$ cat src/rtl/dram_ras_ctrl.sv
module dram_ras_ctrl #(
  parameter int AW = 12,
  parameter int DW = 16,
  parameter int REF_PERIOD = 512
) (
  input  logic            clk,
  input  logic            rst_n,
  input  logic            req_valid,
  input  logic            req_write,
  input  logic [2*AW-1:0] req_addr,
  input  logic [DW-1:0]   req_wdata,
  output logic            req_ready,
  output logic            rd_valid,
  output logic [DW-1:0]   rd_data,
  output logic [AW-1:0]   dram_addr,
  output logic            dram_ras_n,
  output logic            dram_cas_n,
  output logic            dram_we_n,
  output logic [DW-1:0]   dram_dq_out,
  output logic            dram_dq_oe,
  input  logic [DW-1:0]   dram_dq_in
);
  localparam int TW = $clog2(REF_PERIOD);
  localparam logic [TW-1:0] TMAX = TW'(REF_PERIOD - 1);
  localparam logic [2:0] PH_LAST = 3'd5;

  logic          busy, is_ref, is_wr, ref_pend;
  logic [2:0]    ph;
  logic [AW-1:0] row_q, col_q;
  logic [DW-1:0] wd_q;
  logic [11:0]   ref_row;
  logic [TW-1:0] tmr;

  logic boundary, start_ref, start_usr, rd_cap;
  assign boundary  = !busy || ph == PH_LAST;
  assign req_ready = boundary && !ref_pend;
  assign start_ref = boundary && ref_pend;
  assign start_usr = req_ready && req_valid;
  assign rd_cap    = busy && !is_ref && !is_wr && ph == 3'd3;

  always_ff @(posedge clk or negedge rst_n) begin
    if (!rst_n) begin
      busy <= 1'b0; ph <= '0; is_ref <= 1'b0; is_wr <= 1'b0;
      row_q <= '0; col_q <= '0; wd_q <= '0;
      ref_row <= '0; tmr <= '0; ref_pend <= 1'b0;
      rd_valid <= 1'b0; rd_data <= '0;
    end else begin
      rd_valid <= rd_cap;
      if (rd_cap) rd_data <= dram_dq_in;

      tmr <= (tmr == TMAX) ? '0 : tmr + 1'b1;
      if (tmr == TMAX) ref_pend <= 1'b1;
      else if (start_ref) ref_pend <= 1'b0;

      if (busy && is_ref && ph == PH_LAST) ref_row <= ref_row + 1'b1;

      if (start_ref || start_usr) begin
        busy   <= 1'b1;
        ph     <= '0;
        is_ref <= start_ref;
        is_wr  <= start_usr && req_write;
        if (start_usr) begin
          row_q <= req_addr[2*AW-1:AW];
          col_q <= req_addr[AW-1:0];
          wd_q  <= req_wdata;
        end
      end else if (busy) begin
        if (ph == PH_LAST) begin
          busy <= 1'b0;
          ph   <= '0;
        end else begin
          ph <= ph + 1'b1;
        end
      end
    end
  end

  assign dram_ras_n  = !(busy && ph >= 3'd1 && ph <= 3'd3);
  assign dram_cas_n  = !(busy && !is_ref && ph == 3'd3);
  assign dram_we_n   = !(busy && is_wr && ph >= 3'd2 && ph <= 3'd4);
  assign dram_dq_oe  = busy && is_wr && ph >= 3'd2 && ph <= 3'd4;
  assign dram_dq_out = wd_q;
  assign dram_addr   = is_ref ? ref_row[AW-1:0] : (ph <= 3'd1 ? row_q : col_q);
endmodule

$ cat config.mk
export PLATFORM = sky130hd
export DESIGN_NAME = dram_ras_ctrl
export DESIGN_NICKNAME = d
export VERILOG_FILES = /design/src/rtl/dram_ras_ctrl.sv
export SDC_FILE = /design/constraint.sdc
export NUM_CORES = 1
export LEC_CHECK = 0
export BUFFER_PORTS_ARGS = -buffer_cell sky130_fd_sc_hd__clkbuf_2
export CORE_ASPECT_RATIO = 0.8
export CORE_UTILIZATION = 55
export DETAILED_ROUTE_END_ITERATION = 16
export PLACE_DENSITY = 0.85
export SKIP_CTS_REPAIR_TIMING = 1
export SYNTH_ARGS = -nofsm -noshare
export SYNTH_HDL_FRONTEND = slang
export SYNTH_SLANG_ARGS = --single-unit
$ cat constraint.sdc
create_clock -name clk -period 5.2 [get_ports clk]
set_input_delay 1.3 -clock clk [delete_from_list [all_inputs] [get_ports clk]]
set_output_delay 1.3 -clock clk [all_outputs]
set_load 0.02 [all_outputs]
# Word level (Yosys, flattened, before mapping)
# Cells that the tools add are included.
[word_totals] register_bits=85 latch_bits=0 ramBits=0 rom_bits=0 memories=0
[op_classes] n_addsub=3 multipliers=0 n_div=0 n_lt_le_gt_ge=5 eq_ne=3 n_shift=0 n_mux=11 bitwise_logic=0 reduce_logical=27
[ops] operator="2-to-1 mux 12 bit" n=2
[ops] operator="logical AND 1 bit" n=15
[ops] operator="adder 12 x 1 -> 12 bit (second input constant)" n=1
[ops] operator="adder 9 x 1 -> 9 bit (second input constant)" n=1
[ops] operator="== test 9 bit (second input constant)" n=1
[ops] operator="2-to-1 mux 3 bit" n=3
[ops] operator="2-to-1 mux 9 bit" n=1
[ops] operator="zero test 1 bit" n=7
[ops] operator="2-to-1 mux 1 bit" n=5
[ops] operator="nonzero test 2 bit" n=2
[ops] operator="adder 3 x 1 -> 3 bit (second input constant)" n=1
[ops] operator="== test 3 x 2 -> 1 bit (second input constant)" n=1
[ops] operator="== test 3 bit (second input constant)" n=1
[ops] operator=">= comparator 3 x 1 -> 1 bit (second input constant)" n=1
[ops] operator=">= comparator 3 x 2 -> 1 bit (second input constant)" n=1
[ops] operator="<= comparator 3 x 1 -> 1 bit (second input constant)" n=1
[ops] operator="<= comparator 3 x 2 -> 1 bit (second input constant)" n=1
[ops] operator="<= comparator 3 bit (second input constant)" n=1
[ops] operator="logical OR 1 bit" n=2
[ops] operator="AND reduction 2 bit" n=1

# Longest topological paths before layout
# Gate-level depths: netlist (run 1).
[logic_depth] word_depth=6 depth_mapped=7 mapped_depth_nobuf=6

# Least setup slack after synthesis (run 1)
# Ideal clock, no wire load.
[synth_path] kind="flip-flop to output port" start="reg ph[2]" end="out dram_addr[10]" arrival_time_ns=1.565 t_required_ns=3.900 path_slack_ns=2.335 stages_incl_launch_ff=6 n_path_buf=2 path_cell_list="dfrtp_1 -> buf_2 -> nor2_1 -> buf_4 -> mux2i_1 -> o21ai_0"
[synth_between] elab_chain_len=3
[synth_rtl] item="start, declared" line_no="28" source="logic [2:0] ph;"
[synth_rtl] item="start signal, assigned" line_no="72" source="ph <= ph + 1'b1;"
[synth_rtl] item="<= comparator 3 x 1 -> 1 bit" line_no="83" source="assign dram_addr = is_ref ? ref_row[AW-1:0] : (ph <= 3'd1 ? row_q : col_q);"
[synth_rtl] item="2-to-1 mux 12 bit (2 in series)" line_no="83"
[synth_rtl] item="end, declared" line_no="15" source="output logic [AW-1:0] dram_addr,"
# Every way passes these cells.

# Final worst setup path (run 1)
[layout_path] start="reg ph[2]" end="out dram_addr[11]"
# Same word-level chain as after synthesis.

==> flow_summary.ini, run 1 <==
[routing]
drc = 0
ant_nets = 0
drt_iter0_drc = 95
viasPerCell = 5.236
drtPass1Iterations = 4
wl_per_cell_um = 15.44
routed_wl_um = 7394
vias = 2508

[grt]
antenna_found_initial = 0
overflow = 0
first_global_vias = 2361
grt_max_degree = 86
track_usage_pct = 22.45
grt_first_pass_wirelength_um = 11660

[yosys]
async_flop_share_pct = 100.0
synth-seq-cells = 85
syn_area_per_cell_um2 = 13.07
synth_common_cells = 85 x dfrtp_1, 48 x mux2_2, 25 x nand2_1
netlist_instances = 279
yosysUniqueCellTypes = 34
synth_top_area_cell = dfrtp_1
yosysSeqAreaShare_pct = 58.34
synth_nets = 343
yosys_warnings = 0
synth_flop_cell = dfrtp_1
synth_edf_count = 0
synth_most_common_cell = dfrtp_1
synth.area.top_cells = dfrtp_1 58%, mux2_2 15%, mux2i_1 3.3%
netlist.area_leader.share_pct = 58.34
synth_area_um2 = 3646

[sta]
maxSlewHeadroom_pct = 29.74
slew_viol_final = 0
finalClockSkew_ps = 7.438
clock.fmax_ghz = 0.3178
rsz0062_at_grt = false
fin_tns_setup_ps = 0
setup_violations = 0
min_period_ps = 3146
min_period_over_period_pct = 60.51
worst_pin_slew_ps = 1054
finalHoldViolCount = 0

[clocking]
clk_pin_slew_ps = 90
cts_sinks = 85
clk_latency_ps = 360
cts_tree = yes
cts_root_buf = clkbuf_8
cts.path.max_buffers = 2
cts_made_buffers = 9
cts_max_level = 3

[setup_path]
endpoint_kind = output port
worst-setup-path-type = reg -> out
r2r_cells = 3
r2r_start = is_ref
max_stage_delay_ps = 480
arrival_ps = 1850
cp-start-kind = register
path_cells = nor2_1, buf_4, mux2i_1, o21ai_0, clkbuf_2
cp.required_ps = 3900
r2r_setup_slack_ps = 3010
cp_max_fo = 12
r2r_end = rd_data[12]
critPathSlowestCell = dfrtp_1

[final_layout]
areaGrowthSynthToFinish_pct = 21.31
final_util_pct = 69.02
fin_nets = 454
antenna_cells = 0
drive_gt1_share_pct = 45.06

[placement]
dp_hpwl_um = 5383
gp_congestion = 0.8075
io_buffers = 109

[pwr]
power.density_nw_per_um2 = 584.6
peakVddDrop_mv = 0.3978
p_leak_nw = 2.175

[floorplanning]
core_um2 = 6409
num_rows = 26
start_util_pct = 56.89
pin_count = 110
fp.dieArea_um2 = 6961
die_x_um = 93.03
die_h_um = 74.83

[run]
cap_violations = 0

[hold_path]
hold_depth = 1
min_from = tmr[0]
min_to = tmr[0]
hold_class = reg -> reg

[status]
status = finished, final reports clean
[registers in the layout, summed over array words and instances, names as in the netlist]
signal	flops
col_q	12
rd_valid	1
ref_pend	1
ph	3
busy	1
is_wr	1
ref_row	12
tmr	9
rd_data	16
is_ref	1
dram_dq_out	16
row_q	12
[through the flow]
step | power, mW | setup slack, ps | cell area [um2] | std cells | hold slack, ps
6_report | 2.586 | 2054 | 4423 | 479 | 472.8
5_1_grt | 2.731 | 1986 | 4423 | 479 | 494.0
4_1_cts | 2.605 | 2069 | 4423 | 479 | 476.7
3_3_place_gp | 2.107 | 2580 | 4233 | 463 | 447.0
3_5_place_dp | 2.157 | 2469 | 4233 | 463 | 463.7
2_1_floorplan | 1.789 | 2335 | 3646 | 279 | 432.9
[power by group]
part	switching [mW]	leakage (nW)	internal (mW)
Sequential	0.164	1.05	0.897
Combinational	0.611	1.03	0.467
Clock	0.252	0.0918	0.195
[cell type report]
cell class                      instances  area [um2]
Timing Repair Buffer                  111       563.0
Multi-Input combinational cell        179        1423
Clock buffer                           10       137.6
Fill cell                             495        1986
Inverter                                4       15.01
Clock inverter                          6       52.55
Tap cell                               84       105.1
Sequential cell                        85        2127
[cells by family after synthesis]
family	share of synthesized area [%]
flops	58.34
mux	21.21
simple gates	9.129
compound gates	3.466
xor+xnor	3.843
buf+inv	2.642
fa+ha+maj	1.373
[per-layer routing]
| metal | vias up | GRT usage [%] | wire [um] | part of all wire [%] |
|---|---|---|---|---|
| met1 | 1208 | 31.31 | 3390 | 46 |
| met4 | 0 | 7.692 | 130 | 1.8 |
| met2 | 90 | 32.76 | 3389 | 46 |
| met3 | 13 | 8.384 | 483 | 6.5 |
| li1 | 1197 | - | - | - |
| met5 | - | 0 | 0 | 0 |
[layout by cell type (no fill, tap or decap), drive strengths merged, types with 4 or more instances in the layout]
| master | netlist | final |
|---|---|---|
| clkbuf | 3 | 118 |
| dfrtp | 85 | 85 |
| ha | 4 | 4 |
| inv | 4 | 8 |
| mux2 | 58 | 58 |
| mux2i | 12 | 12 |
| nand2 | 25 | 25 |
| nand3 | 8 | 8 |
| nor2 | 15 | 15 |
| o21ai | 16 | 16 |
| xnor2 | 11 | 11 |
| xor2 | 5 | 5 |
[worst max-delay path, delay by kind of cell, from the launching register on]
| kind | cells | cell delay, ps |
|---|---|---|
| buffers and inverters | 2 | 480 |
| and+or+nand+nor | 1 | 170 |
| DFF | 1 | 480 |
| muxes | 1 | 250 |
| AOI/OAI and AO/OA | 1 | 110 |
[worst max-delay path by stage]
stage / start / to / slack (ps) / depth (start not counted)
6_report: ph[2] / dram_addr[11] / 2050 / 5
5_1_grt: ph[2] / dram_addr[1] / 1990 / 5
4_1_cts: ph[2] / dram_addr[11] / 2070 / 5
3_5_place_dp: ph[2] / dram_addr[11] / 2470 / 5
3_3_place_gp: ph[2] / dram_addr[0] / 2580 / 5
2_1_floorplan: ph[2] / dram_addr[10] / 2330 / 5
Note: power is estimated with default switching activity, not from simulation.
==> run 2: changes to the inputs <==
- CORE_UTILIZATION: 55 -> 51
- PLACE_DENSITY: 0.85 -> 0.79
- clock period: 5.2 -> 2.9 ns (I/O delays scaled with it)
==> run 2 against run 1 <==
Effect of this change:
- via count is essentially flat
- hold slack lost 150 ps
- routed wire length shrank 4.7%
- final cell count grew 1.0%
==> flow_summary.ini, run 2 (synthesis gave the netlist of run 1 again) <==
[sta]
rsz0062_at_grt = false
holdWs_ps = 321.8
finalHoldViolCount = 0
fin_tns_setup_ps = 0
min_period_ps = 2556
slew_viol_final = 0
worst_pin_slew_ps = 778.4
clock.fmax_ghz = 0.3913
maxSlewHeadroom_pct = 48.11
min_period_over_period_pct = 88.13
setup_violations = 0
finalClockSkew_ps = 10.19
setup_ws_ps = 344.2

[floorplanning]
pin_count = 110
start_util_pct = 52.90
fp.dieArea_um2 = 7493
num_rows = 27
core_um2 = 6892
die_x_um = 96.53
die_h_um = 77.63

[final_layout]
finalNonFillerCells = 484
final_common_cell = clkbuf_2
fin_nets = 456
fin_area_um2 = 4489
antenna_cells = 0
drive_gt1_share_pct = 45.09
areaGrowthSynthToFinish_pct = 23.13
most-common-layout-cells = 108 x clkbuf_2, 85 x dfrtp_1, 48 x mux2_2

[grt]
antenna_found_initial = 0
overflow = 0
first_global_vias = 2487
track_usage_pct = 20.98
grt_first_pass_wirelength_um = 11790
grt_max_degree = 49

[routing]
drtPass1Iterations = 5
viasPerCell = 5.186
routed_wl_um = 7049
drt_iter0_drc = 79
wl_per_cell_um = 14.56
ant_nets = 0
vias = 2510
drc = 0

[clocking]
clk_latency_ps = 350
cts_root_buf = clkbuf_8
cts.path.max_buffers = 2
clk_pin_slew_ps = 90
cts_sinks = 85
cts_max_level = 3
cts_tree = yes
cts_made_buffers = 9

[setup_path]
r2r_setup_slack_ps = 900
r2r_start = is_ref
arrival_ps = 1830
path_cells = nor2_1, buf_4, mux2i_1, o21ai_0, clkbuf_2
endpoint_kind = output port
critPathBufInv = 2
cp.required_ps = 2170
critPathSlowestCell = dfrtp_1
r2r_cells = 4
cp_top_family = flip-flops
worst-path-stages = 5
cp-start-kind = register
worst-setup-path-type = reg -> out
cp_max_fo = 13
r2r_end = ref_row[11]
max_stage_delay_ps = 480

[placement]
dp_hpwl_um = 5065
io_buffers = 109
place_ws_ps = 750.7
gp_congestion = 0.7441
place_area_um2 = 4264
dpl.cell_count = 468

[hold_path]
hold_class = in -> async

[pwr]
power.density_nw_per_um2 = 1057
p_sw_share_pct = 37.59
p_clk_share_pct = 19.4
p_comb_share_pct = 41.2
seq_power_share_pct = 39.4
p_leak_nw = 2.204
p_sw_mw = 1.784
peakVddDrop_mv = 0.4846
p_int_mw = 2.961

[status]
status = finished, final reports clean

[run]
cap_violations = 0
==> run 2: layer usage <==
| metal | global-route usage (%) | share of wire, % |
|---|---|---|
| met5 | 0 | 0 |
| met1 | 28.66 | 46 |
| met2 | 31.62 | 48 |
| met3 | 6.961 | 5.0 |
| met4 | 6.618 | 1.0 |
==> run 2: metrics by stage <==
step	utilization, %	power, mW
6_report	65.14	4.745
5_1_grt	65.14	5.045
4_1_cts	65.14	4.796
3_5_place_dp	61.87	3.854
3_3_place_gp	61.87	3.787
2_1_floorplan	-	3.207
==> run 2: power groups by stage <==
stage	registers (mW)	logic [mW]	clock network [mW]
after global routing	1.93	2.12	1.00
after CTS	1.87	1.97	0.953
after floorplan	2.09	1.12	0
final	1.87	1.95	0.923
after detailed placement	1.88	1.97	0
after global placement	1.86	1.93	0
==> run 2: worst max path at each step <==
stage	endpoint	slack [ps]	start
after global routing	dram_addr[10]	200	ph[2]
after floorplan	dram_addr[10]	610	ph[2]
after detailed placement	dram_addr[10]	750	ph[2]
final	dram_addr[5]	340	ph[2]
after global placement	dram_addr[10]	740	ph[2]
after CTS	dram_addr[5]	340	ph[2]
==> run 2: layout make-up <==
type                            count  area [um2]
Multi-Input combinational cell    179        1423
Inverter                            4       15.01
Clock inverter                      5       83.83
Tap cell                           87       108.9
Sequential cell                    85        2127
Clock buffer                       11       141.4
Fill cell                         567        2402
Timing Repair Buffer              113       590.6
==> run 3: changes to the inputs <==
- CORE_UTILIZATION: 51 -> 55
- PLACE_DENSITY: 0.79 -> 0.85
- clock period: 2.9 -> 3.03 ns (I/O delays scaled with it)
==> run 3 against run 2 <==
Effect of this change:
- power down 8.2%
- via count down 1.8%
- flip-flop and latch count unchanged
- sequential share of layout area up 0.55 points
- utilization up 4.1 points
- design area down 1.1%
- critical path type unchanged
- non-clock buffer count unchanged
==> flow_summary.ini, run 3 (synthesis gave the netlist of run 1 again) <==
[floorplanning]
die_h_um = 74.83
pin_count = 110
fp.dieArea_um2 = 6961
core_um2 = 6409
start_util_pct = 56.89
die_x_um = 93.03
num_rows = 26

[final_layout]
final_common_cell = clkbuf_2
fin_nets = 456
areaGrowthSynthToFinish_pct = 21.72
final_util_pct = 69.25
drive_gt1_share_pct = 45.09
antenna_cells = 0
n_fill_cell = 465
most-common-layout-cells = 108 x clkbuf_2, 85 x dfrtp_1, 48 x mux2_2

[setup_path]
cp_top_family = flip-flops
worst-setup-path-type = reg -> out
critPathBufInv = 2
max_stage_delay_ps = 490
cp_max_fo = 13
cp.required_ps = 2270
path_cells = nor2_1, buf_4, mux2i_1, o21ai_0, clkbuf_2
critPathLaunch = ph[2]
r2r_start = is_ref
cp-start-kind = register
arrival_ps = 1860
endpoint_kind = output port
critPathSlowestCell = dfrtp_1

[clocking]
cts_tree = yes
clk_latency_ps = 340
cts.path.max_buffers = 2
cts_max_level = 3
clk_pin_slew_ps = 80
cts_made_buffers = 9
cts_root_buf = clkbuf_8
cts_sinks = 85

[sta]
fin_tns_setup_ps = 0
setup_ws_ps = 413.7
finalHoldViolCount = 0
maxSlewHeadroom_pct = 48.64
finalClockSkew_ps = 4.454
slew_viol_final = 0
rsz0062_at_grt = false
min_period_ps = 2616
clock.fmax_ghz = 0.3822
min_period_over_period_pct = 86.35
setup_violations = 0
worst_pin_slew_ps = 770.4

[placement]
place_ws_ps = 794.1
dp_hpwl_um = 5095
gp_congestion = 0.7774
io_buffers = 109

[grt]
gr-usage-met3_pct = 7.879
track_usage_pct = 21.23
grt.busiest_layer = met2
grtUsageMet1_pct = 27.54
grt_first_pass_wirelength_um = 11180
antenna_found_initial = 0
overflow = 0
grt_max_degree = 52
use_met2_pct = 34.48
first_global_vias = 2424

[routing]
drc = 0
viasPerCell = 5.125
drt_iter0_drc = 90
routed_wl_um = 6871
ant_nets = 0
wl_per_cell_um = 14.28
vias = 2465
drtPass1Iterations = 4

[pwr]
power.density_nw_per_um2 = 981.2
p_leak_nw = 2.180
peakVddDrop_mv = 0.5957

[run]
cap_violations = 0

[hold_path]
hold_class = in -> async

[status]
status = finished, final reports clean
==> run 3: cell types whose count changed in the layout (fill, tap and decap cells not counted) <==
cell,change
clkinvlp_4,+1
bufinv_16,-2
clkinv_2,+1
==> run 3: worst reg2reg max path: stages, from the launching register on <==
cell and delay (ps):
dfrtp_1 850, nand2_1 150, nor3_1 590, nand3_1 180
xnor2_1 160
==> run 3: metal layers <==
layer	vias up	share of wire, %
li1	1188	-
met1	1198	46
met2	70	47
met3	9	5.6
met4	0	1.1
met5	-	0
==> run 3: report_power, final <==
group          internal [mW]  leakage [nW]  switching (mW)  total (mW)
clock network          0.320        0.0815           0.379       0.699
registers               1.54          1.05           0.242        1.78
logic                  0.807          1.04            1.07        1.87
total                   2.67          2.18            1.69        4.35
==> run 3: final timing paths <==
path	endpoint	slack [ps]	cells past startpoint
worst max-delay path	dram_addr[0]	410	5
worst min-delay path	row_q[6]	360	1
worst max register to register	ref_row[5]	980	4
worst min register to register	tmr[0]	470	1
max in group asynchronous	col_q[0]	2060	2
min in group clk	tmr[0]	470	1
==> run 3: final cells by class <==
class,instances,area [um2],share of cell area (%)
Sequential cell,85,2127,47.93
Multi-Input combinational cell,179,1423,32.06
Timing Repair Buffer,113,590.6,13.31
Clock buffer,11,141.4,3.186
Tap cell,84,105.1,2.368
Clock inverter,5,36.28,0.8176
Inverter,4,15.01,0.3383
==> run 3: per-stage QoR <==
stage,cell area [um2],hold slack [ps],std cells,power [mW]
2_1_floorplan,3646,432.9,279,3.069
3_5_place_dp,4260,454.0,465,3.698
3_3_place_gp,4260,448.6,465,3.619
6_report,4438,360.8,481,4.355
4_1_cts,4438,363.5,481,4.408
5_1_grt,4438,368.3,481,4.628
